--- src/rtl/gpio_bank_pkg.sv ---
package gpio_bank_pkg;

    localparam int DW = 32;
    localparam int AW = 8;

    typedef logic [AW-1:0] addr_t;

    // Register offsets (software-visible; kept fixed)
    localparam addr_t OFS_REV    = 8'h00;
    localparam addr_t OFS_CFG    = 8'h10;
    localparam addr_t OFS_SYSST  = 8'h14;
    localparam addr_t OFS_STAT   = 8'h18;
    localparam addr_t OFS_IE     = 8'h1C;
    localparam addr_t OFS_CTRL   = 8'h30;
    localparam addr_t OFS_DIR    = 8'h34;
    localparam addr_t OFS_DIN    = 8'h38;
    localparam addr_t OFS_DOUT   = 8'h3C;
    localparam addr_t OFS_LOW    = 8'h40;
    localparam addr_t OFS_HIGH   = 8'h44;
    localparam addr_t OFS_RISE   = 8'h48;
    localparam addr_t OFS_FALL   = 8'h4C;
    localparam addr_t OFS_IE_CLR = 8'h60;
    localparam addr_t OFS_IE_SET = 8'h64;
    localparam addr_t OFS_WK_CLR = 8'h80;
    localparam addr_t OFS_WK_SET = 8'h84;
    localparam addr_t OFS_DO_CLR = 8'h90;
    localparam addr_t OFS_DO_SET = 8'h94;

    // Kind of update a bus write applies to an aliased register
    typedef enum logic [1:0] {
        WOP_NONE = 2'd0,
        WOP_LOAD = 2'd1,
        WOP_SET  = 2'd2,
        WOP_CLR  = 2'd3
    } wop_e;

endpackage

--- src/rtl/gpio_bank_sync.sv ---
module gpio_bank_sync #(
    parameter int W      = 32,
    parameter int STAGES = 2
) (
    input  logic         clk,
    input  logic         rst_n,
    input  logic [W-1:0] d,
    output logic [W-1:0] q
);
    logic [W-1:0] stg [STAGES];

    always_ff @(posedge clk) begin
        if (!rst_n) begin
            for (int k = 0; k < STAGES; k++) stg[k] <= '0;
        end else begin
            stg[0] <= d;
            for (int k = 1; k < STAGES; k++) stg[k] <= stg[k-1];
        end
    end

    assign q = stg[STAGES-1];
endmodule

--- src/rtl/gpio_bank_detect.sv ---
module gpio_bank_detect #(
    parameter int NPINS = 32
) (
    input  logic             clk,
    input  logic             rst_n,
    input  logic [NPINS-1:0] lvl,
    input  logic [NPINS-1:0] low_en,
    input  logic [NPINS-1:0] high_en,
    input  logic [NPINS-1:0] rise_en,
    input  logic [NPINS-1:0] fall_en,
    input  logic [NPINS-1:0] clr,
    output logic [NPINS-1:0] hit,
    output logic [NPINS-1:0] stat
);
    for (genvar i = 0; i < NPINS; i++) begin : g_pin
        logic prev_q;
        logic stat_q;
        logic cond;

        always_comb begin
            cond = (low_en[i]  & ~lvl[i])
                 | (high_en[i] &  lvl[i])
                 | (rise_en[i] &  lvl[i] & ~prev_q)
                 | (fall_en[i] & ~lvl[i] &  prev_q);
        end

        always_ff @(posedge clk) begin
            if (!rst_n) begin
                prev_q <= 1'b0;
                stat_q <= 1'b0;
            end else begin
                prev_q <= lvl[i];
                // a new detection outranks the clear in the same cycle
                stat_q <= (stat_q & ~clr[i]) | cond;
            end
        end

        assign hit[i]  = cond;
        assign stat[i] = stat_q;
    end
endmodule

--- src/rtl/gpio_bank_regs.sv ---
module gpio_bank_regs
    import gpio_bank_pkg::*;
#(
    parameter int NPINS = 32
) (
    input  logic             clk,
    input  logic             rst_n,
    input  logic             we,
    input  addr_t            addr,
    input  logic [DW-1:0]    wdata,
    output logic [DW-1:0]    cfg_q,
    output logic [DW-1:0]    ctrl_q,
    output logic [NPINS-1:0] dir_q,
    output logic [NPINS-1:0] dout_q,
    output logic [NPINS-1:0] ie_q,
    output logic [NPINS-1:0] wk_q,
    output logic [NPINS-1:0] low_q,
    output logic [NPINS-1:0] high_q,
    output logic [NPINS-1:0] rise_q,
    output logic [NPINS-1:0] fall_q,
    output logic [NPINS-1:0] stat_clr
);
    logic [NPINS-1:0] wd;
    wop_e op_ie, op_wk, op_do;

    assign wd = wdata[NPINS-1:0];

    function automatic logic [NPINS-1:0] apply(input logic [NPINS-1:0] cur,
                                               input wop_e op,
                                               input logic [NPINS-1:0] d);
        logic [NPINS-1:0] r;
        unique case (op)
            WOP_LOAD: r = d;
            WOP_SET:  r = cur | d;
            WOP_CLR:  r = cur & ~d;
            default:  r = cur;
        endcase
        return r;
    endfunction

    always_comb begin
        op_ie = WOP_NONE;
        op_wk = WOP_NONE;
        op_do = WOP_NONE;
        if (we) begin
            if (addr == OFS_IE)          op_ie = WOP_LOAD;
            else if (addr == OFS_IE_SET) op_ie = WOP_SET;
            else if (addr == OFS_IE_CLR) op_ie = WOP_CLR;
            if (addr == OFS_WK_SET)      op_wk = WOP_SET;
            else if (addr == OFS_WK_CLR) op_wk = WOP_CLR;
            if (addr == OFS_DOUT)        op_do = WOP_LOAD;
            else if (addr == OFS_DO_SET) op_do = WOP_SET;
            else if (addr == OFS_DO_CLR) op_do = WOP_CLR;
        end
    end

    assign stat_clr = (we && addr == OFS_STAT) ? wd : '0;

    always_ff @(posedge clk) begin
        if (!rst_n) begin
            cfg_q  <= '0;
            ctrl_q <= '0;
            dir_q  <= '1;
            dout_q <= '0;
            ie_q   <= '0;
            wk_q   <= '0;
            low_q  <= '0;
            high_q <= '0;
            rise_q <= '0;
            fall_q <= '0;
        end else begin
            dout_q <= apply(dout_q, op_do, wd);
            ie_q   <= apply(ie_q, op_ie, wd);
            wk_q   <= apply(wk_q, op_wk, wd);
            if (we) begin
                case (addr)
                    OFS_CFG:  cfg_q  <= wdata;
                    OFS_CTRL: ctrl_q <= wdata;
                    OFS_DIR:  dir_q  <= wd;
                    OFS_LOW:  low_q  <= wd;
                    OFS_HIGH: high_q <= wd;
                    OFS_RISE: rise_q <= wd;
                    OFS_FALL: fall_q <= wd;
                    default: ;
                endcase
            end
        end
    end
endmodule

--- src/rtl/gpio_bank.sv ---
module gpio_bank
    import gpio_bank_pkg::*;
#(
    parameter int          NPINS     = 32,
    parameter logic [3:0]  REV_MAJOR = 4'd2,
    parameter logic [3:0]  REV_MINOR = 4'd0
) (
    input  logic             clk,
    input  logic             rst_n,
    input  logic             bus_we,
    input  logic [7:0]       bus_addr,
    input  logic [31:0]      bus_wdata,
    output logic [31:0]      bus_rdata,
    input  logic [NPINS-1:0] pin_in,
    output logic [NPINS-1:0] pin_out,
    output logic [NPINS-1:0] pin_drive,
    output logic             irq,
    output logic             wake
);
    localparam int SYNC_STAGES = 2;

    logic [DW-1:0]    cfg_q, ctrl_q;
    logic [NPINS-1:0] dir_q, dout_q, ie_q, wk_q;
    logic [NPINS-1:0] low_q, high_q, rise_q, fall_q;
    logic [NPINS-1:0] stat_clr, din_w, hit_w, stat_w;

    gpio_bank_regs #(.NPINS(NPINS)) u_regs (
        .clk(clk), .rst_n(rst_n), .we(bus_we), .addr(bus_addr), .wdata(bus_wdata),
        .cfg_q(cfg_q), .ctrl_q(ctrl_q), .dir_q(dir_q), .dout_q(dout_q),
        .ie_q(ie_q), .wk_q(wk_q), .low_q(low_q), .high_q(high_q),
        .rise_q(rise_q), .fall_q(fall_q), .stat_clr(stat_clr)
    );

    gpio_bank_sync #(.W(NPINS), .STAGES(SYNC_STAGES)) u_sync (
        .clk(clk), .rst_n(rst_n), .d(pin_in), .q(din_w)
    );

    gpio_bank_detect #(.NPINS(NPINS)) u_det (
        .clk(clk), .rst_n(rst_n), .lvl(din_w),
        .low_en(low_q), .high_en(high_q), .rise_en(rise_q), .fall_en(fall_q),
        .clr(stat_clr), .hit(hit_w), .stat(stat_w)
    );

    assign pin_out   = dout_q;
    assign pin_drive = ~dir_q;
    assign irq       = |(stat_w & ie_q);
    assign wake      = |(stat_w & wk_q);

    always_comb begin
        bus_rdata = '0;
        case (bus_addr)
            OFS_REV:    bus_rdata[7:0] = {REV_MAJOR, REV_MINOR};
            OFS_SYSST:  bus_rdata[0] = 1'b1;
            OFS_CFG:    bus_rdata = cfg_q;
            OFS_CTRL:   bus_rdata = ctrl_q;
            OFS_STAT:   bus_rdata[NPINS-1:0] = stat_w;
            OFS_IE,
            OFS_IE_SET: bus_rdata[NPINS-1:0] = ie_q;
            OFS_WK_SET: bus_rdata[NPINS-1:0] = wk_q;
            OFS_DIR:    bus_rdata[NPINS-1:0] = dir_q;
            OFS_DIN:    bus_rdata[NPINS-1:0] = din_w;
            OFS_DOUT:   bus_rdata[NPINS-1:0] = dout_q;
            OFS_LOW:    bus_rdata[NPINS-1:0] = low_q;
            OFS_HIGH:   bus_rdata[NPINS-1:0] = high_q;
            OFS_RISE:   bus_rdata[NPINS-1:0] = rise_q;
            OFS_FALL:   bus_rdata[NPINS-1:0] = fall_q;
            default: ;
        endcase
    end
endmodule

--- config.mk ---
export PLATFORM = sky130hd
export DESIGN_NAME = gpio_bank
export DESIGN_NICKNAME = d
export VERILOG_FILES = /design/src/rtl/gpio_bank_pkg.sv /design/src/rtl/gpio_bank_sync.sv /design/src/rtl/gpio_bank_detect.sv /design/src/rtl/gpio_bank_regs.sv /design/src/rtl/gpio_bank.sv
export SDC_FILE = /design/constraint.sdc
export NUM_CORES = 1
export LEC_CHECK = 0
export BUFFER_PORTS_ARGS = -buffer_cell sky130_fd_sc_hd__buf_2
export CAP_MARGIN = 5
export CORE_MARGIN = 5
export CORE_UTILIZATION = 54
export CTS_BUF_LIST = sky130_fd_sc_hd__clkbuf_16
export DETAILED_ROUTE_END_ITERATION = 8
export PLACE_DENSITY = 0.72
export SLEW_MARGIN = 5
export SYNTH_ARGS = -nofsm -noshare
export SYNTH_HDL_FRONTEND = slang
export SYNTH_SLANG_ARGS = --single-unit
--- constraint.sdc ---
create_clock -name clk -period 3.2 [get_ports clk]
set_input_delay 0.96 -clock clk [delete_from_list [all_inputs] [get_ports clk]]
set_output_delay 0.96 -clock clk [all_outputs]
set_load 0.03 [all_outputs]
# Yosys cells after proc, flatten, opt, wreduce, memory -nomap -nowiden
# Memory sizes are Yosys's and may differ from the RTL's.
# Index checks and enable logic that the tools add are counted.
# totals
mem_count	1
reg_bits	384
out_inout_bits	98
word_cells	599
ramBits	64
inputBits	75
# op_classes
muxes	22
eq_ne	27
n_bitwise	460
n_reduce_logical	15
# memory_table
memory	depth	word_bits	rd	rd_clocked_by_memory_dff	write_ports	line_no	source
u_sync.stg	2	32	2	0	2	gpio_bank_sync.sv:10	logic [W-1:0] stg [STAGES];
# op_table
operator	n
24-bit case mux with 12 select lines	1
32-bit case mux with 3 select lines	3
1-bit bitwise AND	224
32-bit bitwise AND	5
1-bit OR	130
32-bit 2-to-1 mux	3
1-bit NOT	96
32-bit OR	3
7-bit case mux with 13 select lines	1
32-bit NOT	2
32-bit OR reduction	2
8-bit by 7-bit equality test with 1-bit output (second input constant)	6
8-bit by 5-bit equality test with 1-bit output (second input constant)	4
8-bit by 6-bit equality test with 1-bit output (second input constant)	4
8-bit equality test (second input constant)	4
2-bit 2-to-1 mux	11
2-bit AND reduction	7
1-bit case mux with 13 select lines	1
2-bit equality test (second input constant)	6
3-bit nonzero test	3
8-bit zero test	1
2-bit by 1-bit equality test with 1-bit output (second input constant)	3
1-bit 2-to-1 mux	2
2-bit OR reduction	1
1-bit logical AND	1

# Longest topological paths before layout
# depth
word_depth	7
depth_mapped	8
mapped_depth_nobuf	5

# By module
# Synthesis repeated with hierarchy kept, for this count alone.
# hier_totals
hier_cells	2630
area_unflattened_um2	22268.9
# by_module_without_submodules
module	seq_area_each_um2	cells_per_inst	area_per_inst_um2	n_inst
gpio_bank_regs	6406.1	1614	13291.5	1
gpio_bank	0.0	491	3507.1	1
gpio_bank_detect	1281.2	359	3438.3	1
gpio_bank_sync	1281.2	166	2031.9	1

# Worst setup path after synthesis
# No wires, ideal clock.
# synth_timing
kind	input -> output
startpoint	in bus_addr[1]
endpoint	out bus_rdata[27]
t_required_ps	2240
cell_stages	6
path_slack_ps	-326
path_buffers	1
arrival_ps	2566
path_cell_list	buf_2 or4b_1 nor2_1 a222oi_1 and3_1 nand3_1
# synth_between
elab_chain_cells	3
elab_cells_between_ends	15
# synth_lines
element	line_no	source
start, declared	gpio_bank.sv:11	input logic [7:0] bus_addr,
8-bit by 7-bit equality test with 1-bit output / 8-bit by 5-bit equality test with 1-bit output (equally long branches)	gpio_bank.sv:51	case (bus_addr)
2-bit OR reduction	gpio_bank.sv:51	
24-bit case mux with 12 select lines (*)	gpio_bank.sv:51	
end, declared	gpio_bank.sv:13	output logic [31:0] bus_rdata,
# Mark *: on every way between the ends. The rest lies on a longest branch, timed or not.

# Worst setup path in the final report
# layout_timing
startpoint	in bus_addr[5]
endpoint	out bus_rdata[11]
# The elaborated chain is that of the path after synthesis.

==> flow_summary_export.csv <==
group,metric,value,unit
pwr,p_total,12.0,mW
logic_synthesis,synth-main-ff-cell,"dfxtp_1",
status,outcome,"complete, but fails checks",
worst_hold_path,whs_path_depth,1,
critical_path,cp.depth,11,
clocking,clkTransAtPathRegs,0.06,ns
logic_synthesis,ys_top_cells_by_count,"nand2_1, dfxtp_1, a21oi_1, a22oi_1, clkbuf_1",
critical_path,reg2reg_depth,4,
die,row_count,69,
flow_run,drv_cap,0,
detailed_routing,drcViolationCount,0,
die,start_util,54.3,%
critical_path,end_kind,"output port",
layout,layout.cells.non_filler,3113,
critical_path,critPathSlowestCell,"a222oi_1",
clocking,clockBufferDepth,3,
logic_synthesis,yosysTopAreaCell,"dfxtp_1",
placement,place_ws,-0.679,ns
placement,io_buffers,172,
logic_synthesis,synth_area,0.0192,mm2
logic_synthesis,synth_cell_types,70,
die,io_pins,173,
global_route,first_global_vias,19000,
pwr,leakage,9.56,nW
logic_synthesis,synth-seq-cells,448,
global_route,antenna_found_initial,1,
layout,post-route-util,70.6,%
worst_hold_path,min_from,"u_sync.stg[0][15]",
timing,skew,0.0187,ns
detailed_routing,drt_iter0_drc,3057,
timing,setup_ws,-0.607,ns
logic_synthesis,async_reset_ff_share,0,%
timing,finalSetupViolCount,34,
layout,final_nets,2688,
logic_synthesis,synth_edf_count,0,
layout,multi_input_area,0.00959,mm2
timing,rsz0062_at_grt,"true",
die,die-height,198,um
die,core_region_area,0.0353,mm2
critical_path,cp_cell_sequence,"buf_8 -> buf_4 -> buf_12 -> nor4b_4 -> buf_4 -> buf_4 -> a222oi_1 -> nor2_1 -> a21oi_1 -> nand4_1 -> buf_6",
layout,syn_to_final_growth,30.1,%
timing,period_minus_slack,3.81,ns
critical_path,r2r_slack,2.11,ns
logic_synthesis,synth_cells,2341,
pwr,power_density,483,mW/mm2
logic_synthesis,synth_area_leaders,"dfxtp_1, nand2_1, a21oi_1",
logic_synthesis,netlist.area_leader.share,46.8,%
clocking,clk_latency,0.60,ns
layout,drive_gt1_share,24.5,%
logic_synthesis,yosysMostFrequentCell,"nand2_1",
logic_synthesis,yosysSeqAreaShare,46.8,%
clocking,tritoncts,"yes",
global_route,grt-ovfl-total,0,
worst_hold_path,hold_end,"u_sync.stg[0][47]",
clocking,cts_root_buf,"clkbuf_16",
detailed_routing,wl_per_cell,27.8,um
detailed_routing,dr.pass1.iters,9,
die,die_x,198,um
detailed_routing,ant_nets,0,
clocking,hold_buffers,0,
layout,ff_latch_area,0.00898,mm2
critical_path,r2r-start,"u_sync.stg[0][57]",
critical_path,slowest_delay,0.42,ns
placement,globalplace.congestion,1.06,
logic_synthesis,synth_area_per_cell,8.18,um2
timing,max_freq,263,MHz
pwr,irDropWorstVdd,0.000554,V
critical_path,cp_max_fo,8,
placement,hpwl,58.9,mm
detailed_routing,via_per_inst,6.54,
timing,drv_slew,0,
clocking,cts_max_level,2,
worst_hold_path,hp-class,"flop to flop",
detailed_routing,vias,20400,
timing,tns,-14.80,ns
logic_synthesis,syn_nets,2416,
global_route,grt_pass1_wl,124,mm
layout,n_antenna_cell,0,
timing,max_slew.worst_pin.slew,0.571,ns
detailed_routing,wl,86.7,mm
clocking,clock-sinks,448,
global_route,grt_use_total,42.4,%
layout,post-route-cell-area,0.0249,mm2
placement,place_area,0.0219,mm2
die,die_area,0.0393,mm2
layout,largest_reg_flops,64,
timing,finalHoldViolCount,0,
critical_path,critPathBufInv,6,
layout,fillCellCount,2773,
critical_path,path_class,"input pin to output port",
critical_path,r2r-end,"u_det.g_pin[25].stat_q",
clocking,cts_buffers,48,
critical_path,cp.required,2.24,ns
critical_path,cpLargestDelayFamily,"buffers and inverters",
timing,whs,0.431,ns
placement,dp.cells,2969,
timing,fin_crit_sh,119,%
critical_path,worstPathArrival,2.85,ns
layout,regMostFlops,"u_sync.stg",
critical_path,start_kind,"input pin",
global_route,grt_max_degree,91,
timing,slew_headroom,60.9,%
critical_path,crit_top_cell,"buf_4",
status,violations,"setup timing",
logic_synthesis,ys_warn_count,0,
cell families (layout without fill, tap and decap cells):
kind of cell           Yosys count  in the layout  share of synthesized area, %
flip-flops                     448            448                          46.8
AO/OA/AOI/OAI                  748            748                          25.5
buffers and inverters          278            589                          6.34
AND/OR/NAND/NOR                842            842                          19.7
multiplexers                    25             25                          1.62
worst max-delay path by stage:
stage,from,endpoint
detailed placement,bus_addr[7],bus_rdata[11]
finish,bus_addr[5],bus_rdata[11]
floorplan,bus_addr[7],bus_rdata[7]
global placement,bus_addr[7],bus_rdata[11]
CTS,bus_addr[5],bus_rdata[11]
global route,bus_addr[7],bus_rdata[11]
per-layer routing:
layer / wire length (um) / vias up / global-route usage, %
met5: 13 / - / 0
met4: 4760 / 2 / 20.0
met3: 11500 / 325 / 9.99
met2: 37300 / 1555 / 63.3
met1: 33200 / 9685 / 58.2
li1: - / 8790 / -
area by class of cell:
class / instances / share of cell area (%)
multi-input combinational: 1615 / 38.5
sequential: 448 / 36.0
timing repair buffer: 435 / 16.0
clock buffer: 49 / 4.92
tap: 461 / 2.31
clock inverter: 40 / 1.28
inverter: 65 / 0.999
placed cells by master, fill, tap and decap left out, drive strengths merged, types with 41 or more instances in the layout:
cell type / n
buf: 432
nor2: 103
dfxtp: 448
clkbuf: 51
inv: 74
a21oi: 346
nand2: 555
o21ai: 41
a211oi: 65
and2: 98
a22oi: 130
where the power goes:
group	switching (mW)	total, mW	internal (mW)
clock network	2.41	5.53	3.12
logic	0.476	0.768	0.292
registers	0.0845	5.74	5.65
total	2.97	12.0	9.07
what timing repair did:
| action | CTS | global route |
|---|---|---|
| setup endpoints to repair | 34 | 34 |
| pin swaps | 70 | 54 |
| gates cloned | 2 | 2 |
| gates resized for setup | 205 | 52 |
| buffers inserted | 31 | 25 |
(Power assumes the default switching activity.)
